===== src/rtl/lbic_pkg.sv =====
package lbic_pkg;

    localparam int LINE_CNT   = 16;
    localparam int DATA_W     = 16;
    localparam int ADDR_W     = 12;
    localparam int VEC_SHIFT  = 2;

    localparam logic [ADDR_W-1:0] OFS_VECTOR = 12'h000;
    localparam logic [ADDR_W-1:0] OFS_ENABLE = 12'h002;
    localparam logic [DATA_W-1:0] ENABLE_RST = 16'h0010;

    typedef enum logic [1:0] {
        SEL_NONE   = 2'd0,
        SEL_VECTOR = 2'd1,
        SEL_ENABLE = 2'd2
    } reg_sel_t;

    typedef struct packed {
        logic              rd;
        logic              wr;
        logic [ADDR_W-1:0] addr;
        logic [DATA_W-1:0] wdata;
    } reg_req_t;

    function automatic reg_sel_t decode_offset(input logic [ADDR_W-1:0] a);
        if (a == OFS_VECTOR)      return SEL_VECTOR;
        else if (a == OFS_ENABLE) return SEL_ENABLE;
        else                      return SEL_NONE;
    endfunction

    function automatic logic [DATA_W-1:0] vector_code(input int idx);
        return DATA_W'((idx + 1) << VEC_SHIFT);
    endfunction

endpackage


===== src/rtl/lbic_level_capture.sv =====
module lbic_level_capture
    import lbic_pkg::*;
#(
    parameter int N = LINE_CNT
) (
    input  logic         clk,
    input  logic         rst,
    input  logic [N-1:0] lines,
    output logic [N-1:0] src_q
);

    always_ff @(posedge clk) begin
        if (rst) src_q <= '0;
        else     src_q <= lines;
    end

    a_r1_src_follows: assert property (@(posedge clk) disable iff (rst)
        1'b1 |=> src_q == $past(lines));

endmodule


===== src/rtl/lbic_mask_reg.sv =====
module lbic_mask_reg
    import lbic_pkg::*;
#(
    parameter int N = LINE_CNT
) (
    input  logic         clk,
    input  logic         rst,
    input  reg_req_t     req,
    output logic [N-1:0] mask_q,
    output logic [N-1:0] mask_next
);

    logic hit;
    assign hit = req.wr && (decode_offset(req.addr) == SEL_ENABLE);

    always_comb begin
        mask_next = mask_q;
        if (hit) mask_next = req.wdata[N-1:0];
    end

    always_ff @(posedge clk) begin
        if (rst) mask_q <= ENABLE_RST[N-1:0];
        else     mask_q <= mask_next;
    end

    a_r6_mask_reset: assert property (@(posedge clk)
        rst |=> mask_q == ENABLE_RST[N-1:0]);

    a_r5_mask_write: assert property (@(posedge clk) disable iff (rst)
        (req.wr && req.addr == OFS_ENABLE) |=> mask_q == $past(req.wdata[N-1:0]));

    a_r7_mask_kept: assert property (@(posedge clk) disable iff (rst)
        !(req.wr && req.addr == OFS_ENABLE) |=> $stable(mask_q));

endmodule


===== src/rtl/lbic_prio_encoder.sv =====
module lbic_prio_encoder
    import lbic_pkg::*;
#(
    parameter int N = LINE_CNT,
    parameter int W = DATA_W
) (
    input  logic [N-1:0] pend,
    output logic [N-1:0] first,
    output logic [W-1:0] vector
);

    logic [N:0] seen;
    assign seen[0] = 1'b0;

    for (genvar g = 0; g < N; g++) begin : g_chain
        assign first[g]    = pend[g] & ~seen[g];
        assign seen[g + 1] = seen[g] | pend[g];
    end

    always_comb begin
        vector = '0;
        for (int i = 0; i < N; i++) begin
            if (first[i]) vector = vector | W'(vector_code(i));
        end
    end

endmodule


===== src/rtl/local_irq_ctrl.sv =====
module local_irq_ctrl
    import lbic_pkg::*;
(
    input  logic              clk,
    input  logic              rst,
    input  logic [LINE_CNT-1:0] line_in,
    input  logic [ADDR_W-1:0] reg_addr,
    input  logic              reg_rd_en,
    input  logic              reg_wr_en,
    input  logic [DATA_W-1:0] reg_wdata,
    output logic [DATA_W-1:0] reg_rdata,
    output logic              irq_o
);

    reg_req_t              req;
    logic [LINE_CNT-1:0]   src_q;
    logic [LINE_CNT-1:0]   mask_q;
    logic [LINE_CNT-1:0]   mask_next;
    logic [LINE_CNT-1:0]   pend;
    logic [LINE_CNT-1:0]   first;
    logic [DATA_W-1:0]     vector;
    logic [DATA_W-1:0]     rd_mux;

    assign req = '{rd: reg_rd_en, wr: reg_wr_en, addr: reg_addr, wdata: reg_wdata};

    lbic_level_capture #(.N(LINE_CNT)) u_capture (
        .clk   (clk),
        .rst   (rst),
        .lines (line_in),
        .src_q (src_q)
    );

    lbic_mask_reg #(.N(LINE_CNT)) u_mask (
        .clk       (clk),
        .rst       (rst),
        .req       (req),
        .mask_q    (mask_q),
        .mask_next (mask_next)
    );

    assign pend = src_q & mask_q;

    lbic_prio_encoder #(.N(LINE_CNT), .W(DATA_W)) u_enc (
        .pend   (pend),
        .first  (first),
        .vector (vector)
    );

    always_comb begin
        unique case (decode_offset(req.addr))
            SEL_VECTOR: rd_mux = vector;
            SEL_ENABLE: rd_mux = DATA_W'(mask_q);
            default:    rd_mux = '0;
        endcase
    end

    always_ff @(posedge clk) begin
        if (rst) begin
            reg_rdata <= '0;
            irq_o     <= 1'b0;
        end else begin
            if (req.rd) reg_rdata <= rd_mux;
            irq_o <= |(line_in & mask_next);
        end
    end

    a_r2_irq_matches: assert property (@(posedge clk) disable iff (rst)
        irq_o == (|(src_q & mask_q)));

    a_r3_single_winner: assert property (@(posedge clk) disable iff (rst)
        $onehot0(first) && ((|pend) == (|first)));

    a_r4_zero_vector: assert property (@(posedge clk) disable iff (rst)
        (reg_rd_en && reg_addr == OFS_VECTOR && !irq_o) |=> reg_rdata == '0);

    a_r8_rdata_hold: assert property (@(posedge clk) disable iff (rst)
        !reg_rd_en |=> $stable(reg_rdata));

    a_r6_reset_out: assert property (@(posedge clk)
        rst |=> (!irq_o && reg_rdata == '0 && src_q == '0));

endmodule


===== config.mk =====
export PLATFORM = sky130hd
export DESIGN_NAME = local_irq_ctrl
export DESIGN_NICKNAME = d
export VERILOG_FILES = /design/src/rtl/lbic_pkg.sv /design/src/rtl/lbic_level_capture.sv /design/src/rtl/lbic_mask_reg.sv /design/src/rtl/lbic_prio_encoder.sv /design/src/rtl/local_irq_ctrl.sv
export SDC_FILE = /design/constraint.sdc
export NUM_CORES = 1
export LEC_CHECK = 0
export BUFFER_PORTS_ARGS = -buffer_cell sky130_fd_sc_hd__buf_2
export CORE_ASPECT_RATIO = 1.2
export CORE_MARGIN = 2
export CORE_UTILIZATION = 40
export CTS_CLUSTER_DIAMETER = 30
export DETAILED_ROUTE_END_ITERATION = 10
export PLACE_DENSITY = 0.7
export SLEW_MARGIN = 20
export SYNTH_ARGS = -nofsm -noshare
export SYNTH_HDL_FRONTEND = slang
export SYNTH_SLANG_ARGS = --single-unit

===== constraint.sdc =====
create_clock -name clk -period 1.9 [get_ports clk]
set_clock_uncertainty 0.1 [all_clocks]
set_input_delay 0 -clock clk [delete_from_list [all_inputs] [get_ports clk]]
set_output_delay 0 -clock clk [all_outputs]
set_load 0.05 [all_outputs]

* Word-level counts from Yosys, hierarchy flattened
Index checks and enable logic that the tools add are counted. Widths: inputs -> output; s select.
Storage, ports and cells: input port bits 48, bits in registers 49, word-level logic and storage cells 76
Operators by class: equal/unequal tests 3, bitwise gates (word level) 46, reduce and logical (&&, ||, !) cells 3, multiplexer cells 20
Operator list (count):
- $mux 6 | 8
- $and 16x16->16 | 2
- $pmux 16 s2 | 1
- $mux 5 | 4
- $mux 16 | 1
- $reduce_or 16->1 | 1
- $and 1x1->1 | 15
- $not 1->1 | 15
- $or 1x1->1 | 14
- $eq 12x2->1 const B | 1
- $logic_not 12->1 | 1
- $mux 4 | 2
- $mux 7 | 1
- $mux 2 | 2
- $mux 3 | 1
- $eq 2x1->1 const B | 1
- $eq 2x2->1 const B | 1
- $logic_and 1x1->1 | 1

* Longest topological paths before layout
Gate-level depths: netlist of the first run.
depth after elaboration 19, depth in mapped cells 7, depth with buffers taken out 5

* Hierarchy
From an unflattened synthesis of the first run, not the netlist that was laid out.
Second synthesis, totals: cell total of the unflattened synthesis 289, area total of the unflattened synthesis 2876.5 um^2
Modules (own cells, without submodules):
- lbic_mask_reg | cells an instance 92, seq. area each 320.3 um^2, instances 1, area each 1033.5 um^2
- local_irq_ctrl | cells an instance 100, seq. area each 340.3 um^2, instances 1, area each 963.4 um^2
- lbic_level_capture | cells an instance 33, seq. area each 320.3 um^2, instances 1, area each 464.2 um^2
- lbic_prio_encoder | cells an instance 64, seq. area each 0.0 um^2, instances 1, area each 415.4 um^2

* Least setup slack after synthesis of the first run
No wires, ideal clock.
kind reg2reg, start register u_mask.mask_q[7], end register reg_rdata[2], required time 1.712 ns, setup slack 0.397 ns, path buffers 0, cell stages (with the launch flop) 6, clock period less this slack 1.503 ns, arrival 1.315 ns, cell sequence dfxtp_1 > a22o_1 > nand2b_1 > nor3_2 > a41oi_1 > a311oi_2
Between the ends: word-level cells in the longest chain between the ends 13, elaborated cells between the ends (all ways) 25, classes of those cells 9 x mux; 16 x bitwise
RTL lines:
- start: declaration | RTL line lbic_mask_reg.sv:9 | output logic [N-1:0] mask_q,
- start signal: assignment | RTL line lbic_mask_reg.sv:22 | if (rst) mask_q <= ENABLE_RST[N-1:0];
- start signal: assignment | RTL line lbic_mask_reg.sv:23 | else mask_q <= mask_next;
- $and 16x16->16 * | RTL line local_irq_ctrl.sv:41 | assign pend = src_q & mask_q;
- $or 1x1->1 * | RTL line lbic_prio_encoder.sv:17 | assign seen[g + 1] = seen[g] | pend[g];
- $not 1->1 or $or 1x1->1 (tied branches) | RTL line lbic_prio_encoder.sv:16, lbic_prio_encoder.sv:17
- $and 1x1->1 or $or 1x1->1 (tied branches) | RTL line lbic_prio_encoder.sv:16, lbic_prio_encoder.sv:17
- $mux 6 (tied with other cells) (4 in series) | RTL line lbic_prio_encoder.sv:23 | if (first[i]) vector = vector | W'(vector_code(i));
- $mux 6 or $not 1->1 (tied branches) | RTL line lbic_prio_encoder.sv:23, lbic_prio_encoder.sv:16
- $mux 6 or $and 1x1->1 (tied branches) | RTL line lbic_prio_encoder.sv:23, lbic_prio_encoder.sv:16
- $mux 6 * | RTL line lbic_prio_encoder.sv:23
- $mux 7 * | RTL line lbic_prio_encoder.sv:23
- $pmux 16 s2 * | RTL line local_irq_ctrl.sv:50 | unique case (decode_offset(req.addr))
- end signal: assignment | RTL line local_irq_ctrl.sv:62 | if (req.rd) reg_rdata <= rd_mux;
- end: declaration | RTL line local_irq_ctrl.sv:11 | output logic [DATA_W-1:0] reg_rdata,
Every way passes the cells marked *; elsewhere a longest branch is shown, timed or not. A chain may end at the register's enable or synchronous reset.

* Worst setup path in the final report of the first run
start register u_mask.mask_q[1], end register reg_rdata[2]
Between the ends: word-level cells in the longest chain between the ends 19, elaborated cells between the ends (all ways) 43, classes of those cells 15 x mux; 28 x bitwise
RTL lines (RTL line):
- $and 16x16->16 * | local_irq_ctrl.sv:41
- $or 1x1->1 * | lbic_prio_encoder.sv:17
- $not 1->1 or $or 1x1->1 (tied branches) | lbic_prio_encoder.sv:16, lbic_prio_encoder.sv:17
- $and 1x1->1 or $or 1x1->1 (tied branches) | lbic_prio_encoder.sv:16, lbic_prio_encoder.sv:17
- $mux 4 (tied with other cells) | lbic_prio_encoder.sv:23
- $mux 5 (tied with other cells) (4 in series) | lbic_prio_encoder.sv:23
- $mux 6 (tied with other cells) (5 in series) | lbic_prio_encoder.sv:23
- $mux 6 or $not 1->1 (tied branches) | lbic_prio_encoder.sv:23, lbic_prio_encoder.sv:16
- $mux 6 or $and 1x1->1 (tied branches) | lbic_prio_encoder.sv:23, lbic_prio_encoder.sv:16
- $mux 6 * | lbic_prio_encoder.sv:23
- $mux 7 * | lbic_prio_encoder.sv:23
- $pmux 16 s2 * | local_irq_ctrl.sv:50
Marked as above.

==> results of run 1 <==
[per-stage QoR]
step	hold WS (ps)	instance area, sq um
after floorplan	24.3	2220
after global placement	150	2630
after detailed placement	157	2630
after CTS	11.0	3090
after global routing	48.6	3090
final	21.3	3090
[kinds of logic (layout without fill, tap and decap cells)]
kind of cell / Yosys count / after routing / synth area share (%)
flip-flops: 49 / 49 / 44.2
AO/OA/AOI/OAI: 71 / 71 / 24.8
AND/OR/NAND/NOR: 114 / 114 / 27.6
buffers and inverters: 12 / 115 / 3.44
[area by class of cell]
cell class                 instances  area share [%]
inverter                           1           0.121
timing repair buffer             106            23.6
tap                               62            2.51
sequential                        49            31.7
multi-input combinational        185            37.7
clock inverter                     3            2.11
clock buffer                       5            2.23
[registers in the layout, summed over array words and instances, names as in the netlist]
name,cells
irq_o,1
reg_rdata,16
u_capture.src_q,16
u_mask.mask_q,16
[layer usage]
layer  global-route usage, %  vias to the layer above
met2                    38.6                       71
met1                    25.2                     1042
met4                    8.58                        0
met3                    4.11                       11
met5                       0                        -
li1                        -                     1086
[path summary, 6_finish.rpt]
| kind | slack, ps | cells after the start | start | endpoint |
|---|---|---|---|---|
| worst max-delay path | 230 | 5 | u_mask.mask_q[1] | reg_rdata[2] |
| worst min-delay path | 20 | 5 | reg_addr[11] | reg_rdata[3] |
| worst max register to register | 230 | 5 | u_mask.mask_q[1] | reg_rdata[2] |
| worst min register to register | 400 | 2 | reg_rdata[4] | reg_rdata[4] |
[layout by cell type (no fill, tap or decap), types with 2 or more instances in the layout]
| cell type | Yosys | final |
|---|---|---|
| a21oi_1 | 10 | 10 |
| a21oi_2 | 18 | 18 |
| a221oi_1 | 6 | 6 |
| a22o_1 | 6 | 6 |
| a22oi_1 | 14 | 14 |
| a311oi_1 | 2 | 2 |
| a31oi_1 | 2 | 2 |
| a32oi_1 | 3 | 3 |
| and3_1 | 3 | 3 |
| buf_2 | 0 | 64 |
| buf_4 | 0 | 8 |
| bufinv_16 | 0 | 2 |
| clkbuf_8 | 0 | 5 |
| dfxtp_1 | 49 | 49 |
| dlygate4sd3_1 | 0 | 33 |
| nand2_1 | 37 | 37 |
| nand2_2 | 9 | 9 |
| nand2b_1 | 3 | 3 |
| nand3_1 | 5 | 5 |
| nand4_1 | 2 | 2 |
| nor2_1 | 13 | 13 |
| nor2b_1 | 28 | 28 |
| nor3_1 | 4 | 4 |
| o21ai_0 | 3 | 3 |
| o21bai_1 | 2 | 2 |
[critical path, cell delays in order, from the launching register on]
cell and delay (ps):
dfxtp_1 380, a22o_1 280, nand2b_1 160, nor3_2 270, a41oi_1 170, a311oi_2 240
[power by group]
group	internal (mW)	switching [mW]	leakage, nW	total (mW)
clock network	0.523	0.355	0.0681	0.877
logic	0.114	0.114	0.813	0.228
registers	1.05	0.0132	0.400	1.06
==> results by group, run 1 <==
Worst hold path
  – Hold Path Class: in2reg

Clock network
  – Later-pin clock latency in the skew report: a little over 300 ps
  – Setup Buffers After CTS: 0
  – Root Driver: clkbuf_8
  – Num CTS Buffers: 5
  – CTS resizes: 0
  – CTS clk-pin slew, worst paths: around 90 ps
  – H-tree levels: 2
  – Sink Count: approximately 50
  – Post-CTS Hold Buffers: 33
  – CTS tree: built
  – Max clock buf depth: 2

Layout
  – Register area: around 980 sq um
  – FILL cells: 468
  – Non-filler cells, final: 411
  – Fraction of layout cells with a size suffix above 1: 33.2%
  – Post-Route Utilization: 57.9%
  – Layout Nets: approximately 400
  – Area delta synth->final: 39.2%
  – Ant diodes: 0
  – Multi-input logic area: 0.00116 sq mm

Yosys
  – Top post-synthesis cells by area: dfxtp_1, nor2b_1, a21oi_2, nand2_1, a22oi_1
  – Gate Count Post-Synth: 246
  – Mapped cell area: 0.00222 sq mm
  – Count of state elements after synthesis: 49
  – Syn avg cell area: 9.03 sq um
  – Seq/Total Area, Yosys: between 40% and 50%
  – Yosys warnings: 0
  – Cell variety after synth: 39
  – Post-synthesis async set-or-reset flop share: 0%
  – Main synth FF type: dfxtp_1
  – EDFF count, synth: 0
  – Area leader, netlist: dfxtp_1
  – Commonest cells in the netlist: dfxtp_1, nand2_1, nor2b_1, a21oi_2, a22oi_1
  – Yosys top cell area share: 44.2%
  – Count leader, synth: dfxtp_1
  – Synth Net Count: 294

Setup path
  – Setup crit start kind: flip-flop
  – Critical Path AT: 1800 ps
  – CP Capture Type: flip-flop
  – Setup CP Type: reg2reg
  – Peak fanout along the critical path: 5
  – CP required: 2030 ps

Routing
  – Vias/cell: 5.38
  – Post-route ant nets: 0
  – Final wirelength: 6.36 mm
  – Wire length per cell: 15.5 um
  – Drt pass-1 iters: 4
  – Initial DRC Count: between 100 and 150
  – Top sig layer: met4
  – Detailed-route via count: 2210
  – Met1 Wirelength: 2.62 mm
  – Met3 routed WL: 340 um
  – Drt drc: 0
  – WL met2: approximately 3.3 mm

STA
  – Actual slew at the worst max-slew pin: approximately 520 ps
  – TNS Setup: 0 ps
  – Final setup vio count: 0
  – Worst setup margin: 227 ps
  – Crit path time final: about 1700 ps
  – Unrepaired setup endpoints after global routing: no
  – Max Freq: 0.598 GHz
  – Slew headroom: 65.6%
  – Slew Limit Fails: 0
  – Final hold violations: 0
  – Final worst-path cycle share: between 80% and 90%

Power
  – Pwr Total: 2.17 mW
  – Power density of the placed cells: 702 mW/mm^2
  – Leak: ~1.3 nW
  – Peak supply drop: 0.470 mV

Placement
  – HPWL after DPL: 4.47 mm
  – Port-buffer cells: 64
  – Placed cells: 370
  – Placement Setup Slack: 260 ps
  – Final GP Congestion: just under 1

GRT
  – Initial antenna violation count: 0
  – Largest net degree at the start of global routing: 28
  – First-pass GRT wire length: 10.2 mm
  – Vias in the first global route: 2189
  – Grt total ovfl: 0
  – All-Layer GR Usage: 21.6%

Floorplan
  – Row Count: 29
  – Die Y: 85.6 um
  – Die area: 0.00617 sq mm
  – # IOs: 65
  – Initial Util: 41.6%
  – CORE AREA: 0.00533 sq mm
  – Chip width: approximately 70 um

Outcome
  – Status: completed

Flow run
  – Maxcap violations: 0
(Power assumes the default switching activity.)
==> run 2, diff against run 1 <==
--- a/config.mk
+++ b/config.mk
@@ -7,7 +7,7 @@
 export LEC_CHECK = 0
 export BUFFER_PORTS_ARGS = -buffer_cell sky130_fd_sc_hd__buf_2
 export CORE_ASPECT_RATIO = 1.2
-export CORE_MARGIN = 2
+export CORE_MARGIN = 10
 export CORE_UTILIZATION = 40
 export CTS_CLUSTER_DIAMETER = 30
 export DETAILED_ROUTE_END_ITERATION = 10
==> run 2 against run 1 <==
- clock power shrank 12%
- largest cell class unchanged
- largest power group unchanged
- non-clock buffer count increased by 10
- die area increased by 45%
- critical path depth increased by 2
- combinational power rose by 4%
- register-to-register slack got worse by 30 ps
- critical endpoint is now u_mask.mask_q[5]
==> results by group, run 2 (synthesis results as in run 1) <==
Setup path
  – Worst reg2reg path startpoint: u_mask.mask_q[7]
  – Critical R2R Capture: reg_rdata[2]
  – CP required: 2050 ps (+20 ps)
  – CP Capture Type: flip-flop
  – Setup CP Type: in2reg
  – Reg2reg setup slack: 200 ps (-30 ps)
  – Critical Path AT: 1970 ps (+170 ps)
  – Peak fanout along the critical path: 9 (+4)
  – Worst path cell trace: dlygate4sd3_1 > buf_2 > and4_2 > buf_4 > nand2_1 > a21oi_1 > dlygate4sd3_1
  – Delay of the slowest critical-path stage: 580 ps (+200 ps)
  – R2R cell count: 5 (unchanged)
  – Crit path top cell by count: dlygate4sd3_1
  – CP max-delay cell: dlygate4sd3_1
  – Setup crit start kind: primary input

Routing
  – Drt pass-1 iters: 4 (unchanged)
  – Top sig layer: met4
  – Final wirelength: 6.98 mm (+9.8%)
  – Wire length per cell: 16.6 um (+7.1%)
  – Post-route ant nets: 0 (unchanged)
  – Met1 Wirelength: 2.77 mm (+5.9%)
  – Vias/cell: 5.27 (-2.1%)
  – Drt drc: 0 (unchanged)
  – Detailed-route via count: 2217 (+0.32%)
  – Initial DRC Count: 130 (+14%)
  – WL met2: 3.58 mm (+9.5%)
  – Met3 routed WL: 505 um (+49%)

GRT
  – Vias in the first global route: 2287 (+4.5%)
  – Initial antenna violation count: 0 (unchanged)
  – Grt total ovfl: 0 (unchanged)
  – First-pass GRT wire length: 11.2 mm (+9.3%)
  – All-Layer GR Usage: 15.6% (-6.0 points)
  – Largest net degree at the start of global routing: 33 (+18%)

Layout
  – Post-Route Utilization: 59.5% (+1.5 points)
  – Regs by FF count: reg_rdata (16), u_capture.src_q (16), u_mask.mask_q (16)
  – Fraction of layout cells with a size suffix above 1: 32.9% (-0.37 points)
  – Commonest non-fill, non-tap cell in the layout: buf_2
  – Layout Nets: 406 (+2.5%)
  – Area delta synth->final: 42.8%
  – Leading cell types in the layout, fill and taps excluded: buf_2, dfxtp_1, dlygate4sd3_1
  – FILL cells: 479 (+2.4%)
  – Non-Filler Cell Area, Final: 0.00317 sq mm (+2.6%)
  – Ant diodes: 0 (unchanged)

STA
  – Unrepaired setup endpoints after global routing: no
  – Final setup vio count: 0 (unchanged)
  – Hold_ws: 15.9 ps (-5.38 ps)
  – Slew headroom: 73.8% (+8.2 points)
  – Final worst-path cycle share: 95.8% (+7.7 points)
  – Final hold violations: 0 (unchanged)
  – Crit path time final: 1820 ps (+147 ps)
  – TNS Setup: 0 ps (unchanged)
  – Actual slew at the worst max-slew pin: 393 ps (-123 ps)
  – Max Freq: 0.549 GHz (-8.1%)
  – Slew Limit Fails: 0 (unchanged)

Flow run
  – Maxcap violations: 0 (unchanged)

Worst hold path
  – Worst hold stages: 2 (-3)
  – Hold path endpoint: reg_rdata[2]
  – Hold Path Class: in2reg
  – HP Start: rst

Floorplan
  – Row Count: 29 (unchanged)
  – Die Y: 102 um (+19%)
  – Chip width: 88.0 um (+22%)
  – # IOs: 65 (unchanged)
  – CORE AREA: 0.00533 sq mm (unchanged)
  – Die area: 0.00895 sq mm (+45%)
  – Initial Util: 41.6% (unchanged)

Power
  – Peak supply drop: 0.361 mV (-23%)
  – Int Pwr: 1.60 mW (-5.3%)
  – P_sw: 478 uW (-0.70%)
  – Sequential power share: 51.2% (+2.2 points)
  – Power share of the clock group: 37.4% (-3.1 points)
  – Power density of the placed cells: 655 mW/mm^2 (-6.7%)
  – Sw Ratio: 23.0% (+0.83 points)
  – Comb power frac: 11.5% (+1.0 points)
  – Leak: 1.33 nW (+3.9%)

Placement
  – Final GP Congestion: 0.912 (-6.1%)
  – Port-buffer cells: 64 (unchanged)
  – HPWL after DPL: 5.07 mm (+13%)
  – Area of placed instances: 0.00262 sq mm (-0.19%)

Clock network
  – Sink Count: 49 (unchanged)
  – Root Driver: clkbuf_8
  – CTS tree: built
  – Num CTS Buffers: 5 (unchanged)
  – CTS clk-pin slew, worst paths: 90 ps (about the same)
  – Setup Buffers After CTS: 0 (unchanged)
  – Later-pin clock latency in the skew report: 300 ps (about the same)
  – H-tree levels: 2 (unchanged)
  – Max clock buf depth: 2 (unchanged)

Outcome
  – Status: completed
run 2: worst max-delay path by stage:
stage / end / cells after the start / startpoint
after global placement: irq_o / 7 / reg_addr[0]
after floorplan: reg_rdata[2] / 5 / u_mask.mask_q[7]
after global routing: u_mask.mask_q[5] / 7 / reg_addr[1]
after detailed placement: reg_rdata[2] / 5 / u_mask.mask_q[7]
after CTS: u_mask.mask_q[5] / 8 / reg_addr[0]
final: u_mask.mask_q[5] / 7 / reg_addr[1]
run 2: final cells by class:
type / instances / area (sq um) / share of cell area (%)
Multi-Input combinational cell: 185 / 1170 / 37.0
Tap cell: 62 / 77.6 / 2.45
Sequential cell: 49 / 981 / 30.9
Inverter: 1 / 3.75 / 0.118
Clock inverter: 2 / 37.5 / 1.18
Timing Repair Buffer: 116 / 816 / 25.7
Clock buffer: 6 / 82.6 / 2.60
run 2: stage by stage:
step	cells	power, mW	worst slack (ps)
finish	421	2.08	79.9
global route	421	2.14	0.777
detailed placement	371	1.26	256
floorplan	246	1.17	397
global placement	371	1.26	319
CTS	421	2.08	105
run 2: worst max-delay path, delay by kind of cell:
family                 cells  cell delay [ps]
and+or+nand+nor            2              350
buffers and inverters      4             1470
AOI/OAI and AO/OA          1              150
run 2: routing by layer:
metal | up-vias | global-route usage (%)
met5 | - | 0
met3 | 10 | 3.94
met4 | 0 | 5.80
li1 | 1106 | -
met1 | 1029 | 17.3
met2 | 72 | 28.0
run 2: repair_timing:
action                                 CTS  global route
setup endpoints to repair                0             4
hold buffers                            42             0
endpoints found under the hold margin   33             0
resized for setup                        0             2
run 2: power by group through the flow:
stage / logic, mW / registers [mW] / clock network (mW)
final: 0.238 / 1.06 / 0.776
after global routing: 0.258 / 1.06 / 0.820
after CTS: 0.233 / 1.06 / 0.788
after detailed placement: 0.175 / 1.09 / 0
after global placement: 0.172 / 1.09 / 0
after floorplan: 0.0646 / 1.10 / 0
==> run 3, diff against run 2 <==
--- a/config.mk
+++ b/config.mk
@@ -11,6 +11,7 @@
 export CORE_UTILIZATION = 40
 export CTS_CLUSTER_DIAMETER = 30
 export DETAILED_ROUTE_END_ITERATION = 10
+export HOLD_SLACK_MARGIN = 0.05
 export PLACE_DENSITY = 0.7
 export SLEW_MARGIN = 20
 export SYNTH_ARGS = -nofsm -noshare
==> constraint.sdc (replaced) <==
create_clock -name clk -period 1.95 [get_ports clk]
set_clock_uncertainty 0.1 [all_clocks]
set_input_delay 0 -clock clk [delete_from_list [all_inputs] [get_ports clk]]
set_output_delay 0 -clock clk [all_outputs]
set_load 0.05 [all_outputs]
==> run 3 against run 2 <==
- critical path depth unchanged
- clock power increased by 8.6%
- combinational power decreased by 5%
==> results by group, run 3 (synthesis results as in run 1) <==
Routing
  – Drt pass-1 iters: 4 (unchanged)
  – Vias/cell: 5.32 (+1.0%)
  – Wire length per cell: 16.4 um (-1.2%)
  – Detailed-route via count: 2192 (-1.1%)
  – Drt drc: 0 (unchanged)
  – Final wirelength: 6.75 mm (-3.3%)
  – Initial DRC Count: 165 (+27%)
  – Post-route ant nets: 0 (unchanged)

Clock network
  – H-tree levels: 2 (unchanged)
  – CTS clk-pin slew, worst paths: 90 ps (about the same)
  – CTS tree: built
  – Root Driver: clkbuf_8
  – Sink Count: 49 (unchanged)
  – Num CTS Buffers: 5 (unchanged)
  – Later-pin clock latency in the skew report: 300 ps (about the same)
  – Max clock buf depth: 2 (unchanged)
  – Setup Buffers After CTS: 0 (unchanged)

Power
  – Power density of the placed cells: 678 mW/mm^2 (+3.6%)
  – Leak: 1.28 nW (-3.9%)
  – Peak supply drop: 0.564 mV (+56%)
  – Pwr Total: 2.10 mW (+1.3%)

Setup path
  – Worst path depth: 7 (unchanged)
  – CP required: 2070 ps (+20 ps)
  – CP Capture Type: flip-flop
  – CP max-delay cell: dlygate4sd3_1
  – Critical Path AT: 2020 ps (+50 ps)
  – Delay of the slowest critical-path stage: 590 ps (about the same)
  – Setup CP Type: in2reg
  – Crit path top cell by count: dlygate4sd3_1
  – Peak fanout along the critical path: 3 (-6)
  – Worst path cell trace: dlygate4sd3_1 > buf_2 > nor3_2 > nand4_1 > dlygate4sd3_1 > or2_2 > o22ai_1
  – CP Buf/Inv Count: 3 (-1)
  – Setup crit start kind: primary input
  – CP top delay family: buffers and inverters
  – R2R cell count: 5 (unchanged)

Floorplan
  – Die area: 0.00895 sq mm (unchanged)
  – Die Y: 102 um (unchanged)
  – Row Count: 29 (unchanged)
  – Initial Util: 41.6% (unchanged)
  – Chip width: 88.0 um (unchanged)
  – CORE AREA: 0.00533 sq mm (unchanged)
  – # IOs: 65 (unchanged)

STA
  – Unrepaired setup endpoints after global routing: no
  – Hold_ws: 45.3 ps (+29.4 ps)
  – Final setup vio count: 0 (unchanged)
  – Max Freq: 0.528 GHz
  – Final hold violations: 0 (unchanged)
  – Final worst-path cycle share: 97.2%
  – Slew Limit Fails: 0 (unchanged)
  – Crit path time final: 1900 ps
  – TNS Setup: 0 ps (unchanged)
  – Slew headroom: 65.5% (-8.3 points)
  – Actual slew at the worst max-slew pin: 518 ps (+125 ps)
  – Worst setup margin: 54.3 ps (-25.5 ps)

Placement
  – HPWL after DPL: 4.91 mm (-3.2%)
  – Placement Setup Slack: 329 ps (+72.7 ps)
  – Placed cells: 368 (-0.81%)
  – Final GP Congestion: 0.936 (+2.6%)
  – Area of placed instances: 0.00260 sq mm (-0.86%)
  – Port-buffer cells: 64 (unchanged)

Outcome
  – Status: completed

Layout
  – Area delta synth->final: 39.7%
  – Ant diodes: 0 (unchanged)
  – Commonest non-fill, non-tap cell in the layout: buf_2
  – Post-Route Utilization: 58.2% (-1.3 points)
  – Leading cell types in the layout, fill and taps excluded: buf_2, dfxtp_1, nand2_1
  – Layout Nets: 397 (-2.2%)
  – Regs by FF count: reg_rdata (16), u_capture.src_q (16), u_mask.mask_q (16)
  – FILL cells: 473 (-1.3%)
  – Non-filler cells, final: 412 (-2.1%)
  – Fraction of layout cells with a size suffix above 1: 33.4% (+0.56 points)
  – Non-Filler Cell Area, Final: 0.00310 sq mm (-2.2%)

GRT
  – First-pass GRT wire length: 10.7 mm (-4.1%)
  – Initial antenna violation count: 0 (unchanged)
  – Largest net degree at the start of global routing: 28 (-15%)
  – All-Layer GR Usage: 15.1% (-0.51 points)
  – Grt total ovfl: 0 (unchanged)
  – Vias in the first global route: 2204 (-3.6%)

Flow run
  – Maxcap violations: 0 (unchanged)

Worst hold path
  – Hold Path Class: in2reg
  – Worst hold stages: 2 (unchanged)
-- run 3: path summary, 6_finish.rpt --
path / startpoint / to / slack (ps)
worst max-delay path: reg_addr[11] / reg_rdata[3] / 50
worst min-delay path: rst / reg_rdata[10] / 50
worst max register to register: u_mask.mask_q[0] / reg_rdata[3] / 100
worst min register to register: reg_rdata[4] / reg_rdata[4] / 390
-- run 3: area by class of cell --
| type | count | area [sq um] | share of cell area [%] |
|---|---|---|---|
| Inverter | 1 | 3.75 | 0.121 |
| Multi-Input combinational cell | 185 | 1170 | 37.8 |
| Clock inverter | 3 | 65.1 | 2.10 |
| Sequential cell | 49 | 982 | 31.7 |
| Clock buffer | 5 | 68.8 | 2.22 |
| Tap cell | 62 | 77.6 | 2.50 |
| Timing Repair Buffer | 107 | 733 | 23.6 |
-- run 3: timing repair --
item | CTS | global route
gates resized for setup | 0 | 3
hold buffers | 36 | 0
setup endpoints to repair | 0 | 1
hold endpoints to repair | 36 | 0
-- run 3: worst reg2reg max path: stages (launching register included) --
cell and delay [ps]:
dfxtp_2 370, a21oi_2 170, nand4_1 140, dlygate4sd3_1 590, or2_2 290, o22ai_1 130
-- run 3: metal layers --
metal	track usage (%)	share of wire, %	routed length [um]
met2	26.1	51	3420
met3	4.02	8.1	549
met1	17.1	39	2660
met4	6.41	1.8	120
met5	0	0	0
-- run 3: power by group --
group | internal [mW] | leakage, nW | switching [mW] | total [mW]
registers | 1.02 | 0.401 | 0.0129 | 1.04
clock network | 0.509 | 0.0681 | 0.334 | 0.843
logic | 0.114 | 0.810 | 0.111 | 0.226
